`src/rtl/msi_pkg.sv`:
```
package msi_pkg;

    // Per-line state: three stable values plus four waiting values.
    typedef enum logic [2:0] {
        LS_INV        = 3'd0,
        LS_SHD        = 3'd1,
        LS_MOD        = 3'd2,
        LS_WAIT_RD    = 3'd3,
        LS_WAIT_RDX_I = 3'd4,
        LS_WAIT_RDX_S = 3'd5,
        LS_WAIT_WB    = 3'd6
    } line_state_e;

    typedef enum logic [1:0] {
        AS_I = 2'd0,
        AS_S = 2'd1,
        AS_M = 2'd2
    } arch_state_e;

    typedef enum logic [2:0] {
        EV_READ    = 3'd0,
        EV_WRITE   = 3'd1,
        EV_REPLACE = 3'd2,
        EV_SNP_RD  = 3'd3,
        EV_SNP_RDX = 3'd4,
        EV_GRANT   = 3'd5
    } event_e;

    typedef enum logic [1:0] {
        ACT_NONE    = 2'd0,
        ACT_FILL    = 2'd1,
        ACT_UPGRADE = 2'd2,
        ACT_FLUSH   = 2'd3
    } action_e;

    // Stable state that the rest of the system sees for a line.
    function automatic arch_state_e arch_of(line_state_e s);
        arch_state_e a;
        unique case (s)
            LS_SHD, LS_WAIT_RDX_S: a = AS_S;
            LS_MOD, LS_WAIT_WB:    a = AS_M;
            default:               a = AS_I;
        endcase
        return a;
    endfunction

    function automatic logic is_waiting(line_state_e s);
        return (s == LS_WAIT_RD) || (s == LS_WAIT_RDX_I) ||
               (s == LS_WAIT_RDX_S) || (s == LS_WAIT_WB);
    endfunction

endpackage

```
`src/rtl/msi_tag_array.sv`:
```
module msi_tag_array
    import msi_pkg::*;
#(
    parameter int IDX_W = 2,
    parameter int TAG_W = 6
) (
    input  logic             clk,
    input  logic             rst_n,
    input  logic [IDX_W-1:0] rd_idx,
    output line_state_e      rd_state,
    output logic [TAG_W-1:0] rd_tag,
    input  logic             wr_en,
    input  logic [IDX_W-1:0] wr_idx,
    input  line_state_e      wr_state,
    input  logic [TAG_W-1:0] wr_tag
);
    localparam int LINES = 1 << IDX_W;

    line_state_e      state_v [LINES];
    logic [TAG_W-1:0] tag_v   [LINES];

    for (genvar g = 0; g < LINES; g++) begin : g_slot
        line_state_e      st_q;
        logic [TAG_W-1:0] tg_q;

        always_ff @(posedge clk or negedge rst_n) begin
            if (!rst_n) begin
                st_q <= LS_INV;
                tg_q <= '0;
            end else if (wr_en && (wr_idx == IDX_W'(g))) begin
                st_q <= wr_state;
                tg_q <= wr_tag;
            end
        end

        assign state_v[g] = st_q;
        assign tag_v[g]   = tg_q;
    end

    assign rd_state = state_v[rd_idx];
    assign rd_tag   = tag_v[rd_idx];

endmodule

```
`src/rtl/msi_event_select.sv`:
```
module msi_event_select
    import msi_pkg::*;
#(
    parameter int ADDR_W = 8
) (
    input  logic              cpu_valid,
    input  logic [1:0]        cpu_op,
    input  logic [ADDR_W-1:0] cpu_addr,
    input  logic              snp_valid,
    input  logic              snp_op,
    input  logic [ADDR_W-1:0] snp_addr,
    input  logic              bus_grant,
    input  logic              pend_busy,
    input  logic [ADDR_W-1:0] pend_addr,
    output logic              ev_valid,
    output event_e            ev_kind,
    output logic [ADDR_W-1:0] ev_addr
);
    // Priority: snoop, then grant of the waiting line, then processor.
    always_comb begin
        ev_valid = 1'b0;
        ev_kind  = EV_READ;
        ev_addr  = cpu_addr;
        if (snp_valid) begin
            ev_valid = 1'b1;
            ev_kind  = snp_op ? EV_SNP_RDX : EV_SNP_RD;
            ev_addr  = snp_addr;
        end else if (pend_busy && bus_grant) begin
            ev_valid = 1'b1;
            ev_kind  = EV_GRANT;
            ev_addr  = pend_addr;
        end else if (!pend_busy && cpu_valid) begin
            unique case (cpu_op)
                2'd0: begin ev_valid = 1'b1; ev_kind = EV_READ;    end
                2'd1: begin ev_valid = 1'b1; ev_kind = EV_WRITE;   end
                2'd2: begin ev_valid = 1'b1; ev_kind = EV_REPLACE; end
                default: ev_valid = 1'b0;
            endcase
        end
    end

endmodule

```
`src/rtl/msi_transition.sv`:
```
module msi_transition
    import msi_pkg::*;
(
    input  line_state_e cur,
    input  event_e      ev,
    output line_state_e nxt,
    output action_e     act
);
    always_comb begin
        nxt = cur;
        act = ACT_NONE;
        unique case (cur)
            LS_INV: begin
                if (ev == EV_READ)       nxt = LS_WAIT_RD;
                else if (ev == EV_WRITE) nxt = LS_WAIT_RDX_I;
            end
            LS_SHD: begin
                if (ev == EV_WRITE)        nxt = LS_WAIT_RDX_S;
                else if (ev == EV_REPLACE) nxt = LS_INV;
                else if (ev == EV_SNP_RDX) nxt = LS_INV;
            end
            LS_MOD: begin
                if (ev == EV_REPLACE) nxt = LS_WAIT_WB;
                else if (ev == EV_SNP_RD) begin
                    nxt = LS_SHD;
                    act = ACT_FLUSH;
                end else if (ev == EV_SNP_RDX) begin
                    nxt = LS_INV;
                    act = ACT_FLUSH;
                end
            end
            LS_WAIT_RD: begin
                if (ev == EV_GRANT) begin
                    nxt = LS_SHD;
                    act = ACT_FILL;
                end
            end
            LS_WAIT_RDX_I: begin
                if (ev == EV_GRANT) begin
                    nxt = LS_MOD;
                    act = ACT_FILL;
                end
            end
            LS_WAIT_RDX_S: begin
                if (ev == EV_GRANT) begin
                    nxt = LS_MOD;
                    act = ACT_UPGRADE;
                end else if (ev == EV_SNP_RDX) begin
                    nxt = LS_WAIT_RDX_I;
                end
            end
            LS_WAIT_WB: begin
                if (ev == EV_GRANT || ev == EV_SNP_RD || ev == EV_SNP_RDX) begin
                    nxt = LS_INV;
                    act = ACT_FLUSH;
                end
            end
            default: nxt = LS_INV;
        endcase
    end

endmodule

```
`src/rtl/msi_line_ctrl.sv`:
```
module msi_line_ctrl
    import msi_pkg::*;
#(
    parameter int ADDR_W = 8,
    parameter int IDX_W  = 2
) (
    input  logic              clk,
    input  logic              rst_n,
    input  logic              cpu_valid,
    input  logic [1:0]        cpu_op,
    input  logic [ADDR_W-1:0] cpu_addr,
    output logic              cpu_stall,
    input  logic              snp_valid,
    input  logic              snp_op,
    input  logic [ADDR_W-1:0] snp_addr,
    input  logic              bus_grant,
    output logic              bus_req,
    output logic              rec_valid,
    output logic [ADDR_W-1:0] rec_addr,
    output logic [1:0]        rec_init,
    output logic [1:0]        rec_final,
    output logic [2:0]        rec_input,
    output logic [1:0]        rec_action
);
    localparam int TAG_W = ADDR_W - IDX_W;

    logic              pend_busy_q;
    logic [ADDR_W-1:0] pend_addr_q;

    logic              ev_valid;
    event_e            ev_kind;
    logic [ADDR_W-1:0] ev_addr;
    logic [IDX_W-1:0]  ev_idx;
    logic [TAG_W-1:0]  ev_tag;

    line_state_e       slot_state;
    logic [TAG_W-1:0]  slot_tag;
    line_state_e       eff_state;
    line_state_e       nxt_state;
    action_e           nxt_act;

    logic              tag_hit;
    logic              is_cpu_ev;
    logic              conflict;
    logic              ev_ok;
    logic              wr_en;
    logic              arch_change;

    msi_event_select #(.ADDR_W(ADDR_W)) u_sel (
        .cpu_valid (cpu_valid),
        .cpu_op    (cpu_op),
        .cpu_addr  (cpu_addr),
        .snp_valid (snp_valid),
        .snp_op    (snp_op),
        .snp_addr  (snp_addr),
        .bus_grant (bus_grant),
        .pend_busy (pend_busy_q),
        .pend_addr (pend_addr_q),
        .ev_valid  (ev_valid),
        .ev_kind   (ev_kind),
        .ev_addr   (ev_addr)
    );

    assign ev_idx = ev_addr[IDX_W-1:0];
    assign ev_tag = ev_addr[ADDR_W-1:IDX_W];

    msi_tag_array #(.IDX_W(IDX_W), .TAG_W(TAG_W)) u_array (
        .clk      (clk),
        .rst_n    (rst_n),
        .rd_idx   (ev_idx),
        .rd_state (slot_state),
        .rd_tag   (slot_tag),
        .wr_en    (wr_en),
        .wr_idx   (ev_idx),
        .wr_state (nxt_state),
        .wr_tag   (ev_tag)
    );

    // Lookup and acceptance
    always_comb begin
        tag_hit   = (slot_tag == ev_tag);
        eff_state = tag_hit ? slot_state : LS_INV;
        is_cpu_ev = (ev_kind == EV_READ) || (ev_kind == EV_WRITE) ||
                    (ev_kind == EV_REPLACE);
        conflict  = is_cpu_ev && (ev_kind != EV_REPLACE) && !tag_hit &&
                    (slot_state != LS_INV);
        ev_ok     = ev_valid && !conflict;
    end

    msi_transition u_next (
        .cur (eff_state),
        .ev  (ev_kind),
        .nxt (nxt_state),
        .act (nxt_act)
    );

    assign wr_en       = ev_ok && (nxt_state != eff_state);
    assign arch_change = wr_en && (arch_of(eff_state) != arch_of(nxt_state));
    assign cpu_stall   = cpu_valid &&
                         (pend_busy_q || snp_valid || (ev_valid && conflict));
    assign bus_req     = pend_busy_q;

    // Outstanding-operation register
    always_ff @(posedge clk or negedge rst_n) begin
        if (!rst_n) begin
            pend_busy_q <= 1'b0;
            pend_addr_q <= '0;
        end else if (wr_en) begin
            if (is_waiting(nxt_state)) begin
                pend_busy_q <= 1'b1;
                pend_addr_q <= ev_addr;
            end else if (is_waiting(eff_state)) begin
                pend_busy_q <= 1'b0;
            end
        end
    end

    // Transition record outputs
    always_ff @(posedge clk or negedge rst_n) begin
        if (!rst_n) begin
            rec_valid  <= 1'b0;
            rec_addr   <= '0;
            rec_init   <= AS_I;
            rec_final  <= AS_I;
            rec_input  <= EV_READ;
            rec_action <= ACT_NONE;
        end else begin
            rec_valid <= arch_change;
            if (arch_change) begin
                rec_addr   <= ev_addr;
                rec_init   <= arch_of(eff_state);
                rec_final  <= arch_of(nxt_state);
                rec_input  <= ev_kind;
                rec_action <= nxt_act;
            end
        end
    end

endmodule

```
`config.mk`:
```
export PLATFORM = sky130hd
export DESIGN_NAME = msi_line_ctrl
export DESIGN_NICKNAME = d
export VERILOG_FILES = /design/src/rtl/msi_pkg.sv /design/src/rtl/msi_tag_array.sv /design/src/rtl/msi_event_select.sv /design/src/rtl/msi_transition.sv /design/src/rtl/msi_line_ctrl.sv
export SDC_FILE = /design/constraint.sdc
export NUM_CORES = 1
export LEC_CHECK = 0
export BUFFER_PORTS_ARGS = -buffer_cell sky130_fd_sc_hd__buf_2
export CAP_MARGIN = 0
export CORE_UTILIZATION = 35
export DETAILED_ROUTE_END_ITERATION = 7
export PLACE_DENSITY_LB_ADDON = 0.2
export SYNTH_ARGS = -nofsm -noshare
export SYNTH_HDL_FRONTEND = slang
export SYNTH_SLANG_ARGS = --single-unit
```
`constraint.sdc`:
```
create_clock -name clk -period 4 [get_ports clk]
set_input_delay 0.8 -clock clk [delete_from_list [all_inputs] [get_ports clk]]
set_output_delay 0.8 -clock clk [all_outputs]
set_load 0.005 [all_outputs]
```
Word-level counts from Yosys, hierarchy flattened. Index checks and enable logic that the tools add are counted. Widths: inputs -> output; s select.

Flip-flop bits (word level): 63. Bits of input ports: 24. Output and inout bits: 20. Word-level logic and storage cells: 129.

Magnitude comparators: 1. Eq/ne operators: 26. Multiplexer cells: 42. Bitwise gates (word level): 1. Reductions and logical operators: 43.

Operator list (count): $mux 3 (19); $eq 3x3->1 const B (8); $pmux 3 s7 (1); $eq 3x2->1 const B (6); $mux 8 (2); $logic_and 1x1->1 (14); $bmux 6 s2 (1); $logic_or 1x1->1 (12); $mux 6 (2); $pmux 2 s2 (3); $mux 2 (5); $reduce_or 2->1 (5); $eq 3x1->1 const B (3); $pmux 2 s4 (1); $mux 1 (7); $bmux 3 s2 (1); $eq 2x2->1 const B (3); $eq 6x6->1 (1); $logic_not 3->1 (2); $eq 2x1->1 const B (2); $logic_not 2->1 (2); $reduce_and 2->1 (2); $ge 3x3->1 const B (1); $logic_not 1->1 (3); other kinds (7) (7).

Logic depth before layout (Yosys ltp).
Depth in word-level cells: 19. Gate-level depth with buffers: 16.

Hierarchy. From an unflattened synthesis, not the netlist that was laid out.

Cells, all modules: 284. Area, all modules: 3495.9 µm².

Modules (own cells, without submodules): msi_tag_array (times used 1, cells an instance 88, area an instance 1570.3 µm², sequential area each 900.9 µm²); msi_line_ctrl (times used 1, cells an instance 103, area an instance 1325.0 µm², sequential area each 675.6 µm²); msi_event_select (times used 1, cells an instance 49, area an instance 319.1 µm², sequential area each 0.0 µm²); msi_transition (times used 1, cells an instance 44, area an instance 281.5 µm², sequential area each 0.0 µm²).

Least setup slack after synthesis. No wires, ideal clock.

Path kind: input-to-output. From: in snp_valid. To: out cpu_stall. Data arrival time: 3.457 ns. Path slack: -0.257 ns. Cell stages on the path: 11. Cells stage by stage: buf_2 a211o_1 and2_1 buf_2 a221oi_1 nor3_1 or4b_4 nor4b_4 buf_2 nor3_1 o31a_1.

Longest elaborated chain between the ends: 12. Elaborated cells on any way between the ends: 26. Classes of those cells: eq/ne (4); mux (9); bitwise (1); reduce/logical (12).

RTL lines: start, declared (RTL line msi_line_ctrl.sv:13) `input logic snp_valid,`; $mux 8 (RTL line msi_event_select.sv:24) `if (snp_valid) begin`; $not 2->3 (implied by the code) (RTL line msi_tag_array.sv:40, msi_tag_array.sv:41); $bmux 6 s2 (RTL line msi_tag_array.sv:41) `assign rd_tag = tag_v[rd_idx];`; $mux 6 (implied by the code) (2 in a row) (RTL line msi_tag_array.sv:41); $eq 6x6->1 (RTL line msi_line_ctrl.sv:81) `tag_hit = (slot_tag == ev_tag);`; $logic_not 1->1 (RTL line msi_line_ctrl.sv:85) `conflict = is_cpu_ev && (ev_kind != EV_REPLACE) && !tag_hit &&`; $logic_and 1x1->1 (2 in a row) (RTL line msi_line_ctrl.sv:85); $logic_and 1x1->1 (RTL line msi_line_ctrl.sv:100) `(pend_busy_q || snp_valid || (ev_valid && conflict));`; $logic_or 1x1->1 (*) (RTL line msi_line_ctrl.sv:100); $logic_and 1x1->1 (*) (RTL line msi_line_ctrl.sv:99) `assign cpu_stall = cpu_valid &&`; end, declared (RTL line msi_line_ctrl.sv:12) `output logic cpu_stall,`.

Mark *: on every way between the ends. The rest lies on a longest branch, timed or not. The select of a mux whose other input is x is not followed.

Final worst setup path.
From: in bus_grant. To: out cpu_stall.

Longest elaborated chain between the ends: 14. Elaborated cells on any way between the ends: 29. Classes of those cells: eq/ne (4); mux (12); bitwise (1); reduce/logical (12).

RTL lines: start, declared (RTL line msi_line_ctrl.sv:16) `input logic bus_grant,`; $logic_and 1x1->1 (*) (RTL line msi_event_select.sv:28) `end else if (pend_busy && bus_grant) begin`; $mux 8 (RTL line msi_event_select.sv:28); $mux 8 (RTL line msi_event_select.sv:24); $not 2->3 (implied by the code) (RTL line msi_tag_array.sv:40, msi_tag_array.sv:41); $bmux 6 s2 (RTL line msi_tag_array.sv:41); $mux 6 (implied by the code) (2 in a row) (RTL line msi_tag_array.sv:41); $eq 6x6->1 (RTL line msi_line_ctrl.sv:81); $logic_not 1->1 (RTL line msi_line_ctrl.sv:85); $logic_and 1x1->1 (2 in a row) (RTL line msi_line_ctrl.sv:85); $logic_and 1x1->1 (*) (RTL line msi_line_ctrl.sv:100); $logic_or 1x1->1 (*) (RTL line msi_line_ctrl.sv:100); $logic_and 1x1->1 (*) (RTL line msi_line_ctrl.sv:99).

Marked as above.

==> results_dict.tcl <==
set metrics [dict create \
    status "finished clean" \
    place_congestion 0.898 \
    gr-usage-all-layers_pct 19.8 \
    stdcell_count 583 \
    drive_gt1_share_pct 48.7 \
    crit_type "in2out" \
    pin_count 44 \
    worstHoldPathType "reg2reg" \
    tightest_slew_ns 0.993 \
    synth-simple-area-share_pct 14.7 \
    grt_pass1_wl_um 15800 \
    holdWs_ns 0.490 \
    end_kind "output pin" \
    synth_async_sr_flop_share_pct 100 \
    synth_edf_count 0 \
    dr.first_iter.drc_count 94 \
    arrival_ns 3.09 \
    grt_start_max_net_pins 44 \
    synth-xor-area-share_pct 0.730 \
    die_area_um2 10700 \
    timing.slew.headroom_pct 33.8 \
    cp-start-kind "primary input" \
    ys_seq_elements 63 \
    synth_top_family_by_area "multiplexers" \
    coreArea_um2 9860 \
    io_buffer_count 43 \
    min_period_ns 3.89 \
    yosys-top-cells-area "dfrtp_1 (44%), mux2_2 (15%), mux2_1 (2.8%)" \
    final-setup-viol-count 0 \
    cts-root-buf "clkbuf_8" \
    start_util_pct 36.5 \
    p_leak_nw 2.26 \
    synth_cells 334 \
    rsz0062_at_grt "yes" \
    synth_nets 358 \
    avgSynthCellArea_um2 10.8 \
    insertion_delay_ns 0.34 \
    antenna_left 0 \
    ys_warn_count 0 \
    synth_common_cells "dfrtp_1 (63), mux2_2 (48), nand2_1 (27)" \
    wl_per_cell_um 16.4 \
    layout.nets 469 \
    fmax_ghz 0.257 \
    synth-compound-area-share_pct 16.8 \
    syn_to_final_growth_pct 37.8 \
    period_share_pct 97.3 \
    netlist.area_leader.share_pct 43.8 \
    clock-sinks 63 \
    fin_ws_ns 0.110 \
    placed_area_um2 4550 \
    hold_violations 0 \
    routed_wl_um 9570 \
    grt-ovfl-total 0 \
    ir_worst_vdd_uv 269 \
    crit_fanout 3 \
    pre_cts_slack_ns -0.411 \
    cts_buffer_depth 2 \
    cts_tree "done" \
    powerDensity_nw_per_um2 654 \
    synth_fa_ha_area_share_pct 0.278 \
    ctsHtreeMaxLevel 3 \
    synth_top_area_cell "dfrtp_1" \
    dp.cells 564 \
    diodes 0 \
    numCtsBuffers 9 \
    drv_slew 0 \
    die_y_um 103 \
    drc 0 \
    synth_most_common_cell "dfrtp_1" \
    maxCapViolCount 0 \
    routed_via_density 5.25 \
    synth_mux_area_share_pct 20.3 \
    grt_pass1_vias 3095 \
    first_pass_iters 4 \
    ys_seq_area_share_pct 43.8 \
    netlist_area_um2 3600 \
    fp.dieW_um 103 \
    num_vias 3061 \
    synthDistinctLibCells 56 \
    crit_required_ns 3.20 \
    fin_skew_ns 0.0140 \
    cts_hold_buf 0 \
    antenna_found_initial 0 \
    clkTransAtPathRegs_ns 0.07 \
    synth_top_flop_cell "dfrtp_1" \
    dp_hpwl_um 7290 \
    num_rows 36 \
    finalInstanceArea_um2 4960 \
]
-- per-stage QoR --
| step | util [%] | total power [mW] | setup TNS [ns] |
|---|---|---|---|
| floorplan | - | 1.89 | -0.0187 |
| global placement | 46.1 | 2.44 | -12.16 |
| detailed placement | 46.1 | 2.47 | -15.16 |
| CTS | 49.1 | 3.21 | 0 |
| global route | 50.3 | 3.47 | -0.0177 |
| finish | 50.3 | 3.24 | 0 |
-- power by group --
group / switching (mW) / leakage, nW / internal, mW / total [mW]
registers: 0.158 / 0.786 / 0.908 / 1.07
clock network: 0.258 / 0.130 / 0.448 / 0.706
logic: 0.687 / 1.34 / 0.783 / 1.47
total: 1.10 / 2.26 / 2.14 / 3.24
-- placed cells by master, fill, tap and decap left out, drive strengths merged, types with 3 or more instances in the layout --
| cell type | count |
|---|---|
| mux2i | 9 |
| buf | 118 |
| nand3 | 5 |
| nand2 | 27 |
| a22oi | 3 |
| nor2 | 10 |
| o31a | 3 |
| a221oi | 9 |
| a31oi | 4 |
| inv | 10 |
| and2 | 14 |
| o21ai | 20 |
| nor3 | 13 |
| mux2 | 57 |
| bufinv | 3 |
| a21oi | 21 |
| o21a | 4 |
| clkbuf | 11 |
| dfrtp | 63 |
| nand2b | 4 |
-- worst max-delay path: stages --
cell	delay, ns
buf_6	0.10
buf_6	0.11
nand4b_1	0.17
o311ai_4	0.15
buf_4	0.16
a221oi_2	0.21
nor3_1	0.08
or4b_4	0.53
nor4b_4	0.33
nor3_1	0.08
o31a_1	0.24
buf_2	0.13
-- metal layers --
metal	share of wire (%)	global-route usage [%]	wire, um
met4	2.0	6.72	196
met1	45	24.7	4290
met5	0	0	0
met3	2.4	3.16	231
met2	51	34.7	4860
-- logic make-up after synthesis --
kind of cell / count (synthesis)
xor+xnor: 3
mux: 66
buf+inv: 28
flops: 63
fa+ha+maj: 1
simple gates: 89
compound gates: 84
-- cell type report --
class,instances,area (um^2)
Clock buffer,11,151
Clock inverter,5,104
Fill cell,915,4900
Inverter,10,37.5
Multi-Input combinational cell,243,2060
Sequential cell,63,1580
Tap cell,133,166
Timing Repair Buffer,118,861
-- timing repair --
| item | in CTS | in global routing |
|---|---|---|
| endpoints found under the setup margin | 12 | 53 |
| gates resized for setup | 7 | 22 |
| cloned | 0 | 0 |
| buffers inserted | 1 | 2 |
| pin swaps | 3 | 6 |
-- sequential cells by signal, indices dropped and copies added (netlist names), 2 cells and up --
name / cells
u_array.g_slot.tg_q: 24
u_array.g_slot.st_q: 12
pend_addr_q: 8
rec_addr: 8
rec_input: 3
rec_action: 2
rec_final: 2
rec_init: 2
-- path summary, 6_finish.rpt --
| path | from | to | slack, ns | cells after the start |
|---|---|---|---|---|
| hold / removal | u_array.g_slot[3].st_q[1] | u_array.g_slot[3].st_q[1] | 0.49 | 1 |
| max in group asynchronous | rst_n | u_array.g_slot[3].tg_q[1] | 2.53 | 2 |
| setup reg to reg | bus_req | u_array.g_slot[0].st_q[1] | 0.28 | 14 |
| hold reg to reg | u_array.g_slot[3].st_q[1] | u_array.g_slot[3].st_q[1] | 0.49 | 1 |
| min in group asynchronous | rst_n | bus_req | 0.61 | 1 |
| setup / recovery | bus_grant | cpu_stall | 0.11 | 12 |
No activity file was read; power rests on OpenSTA's default activity.
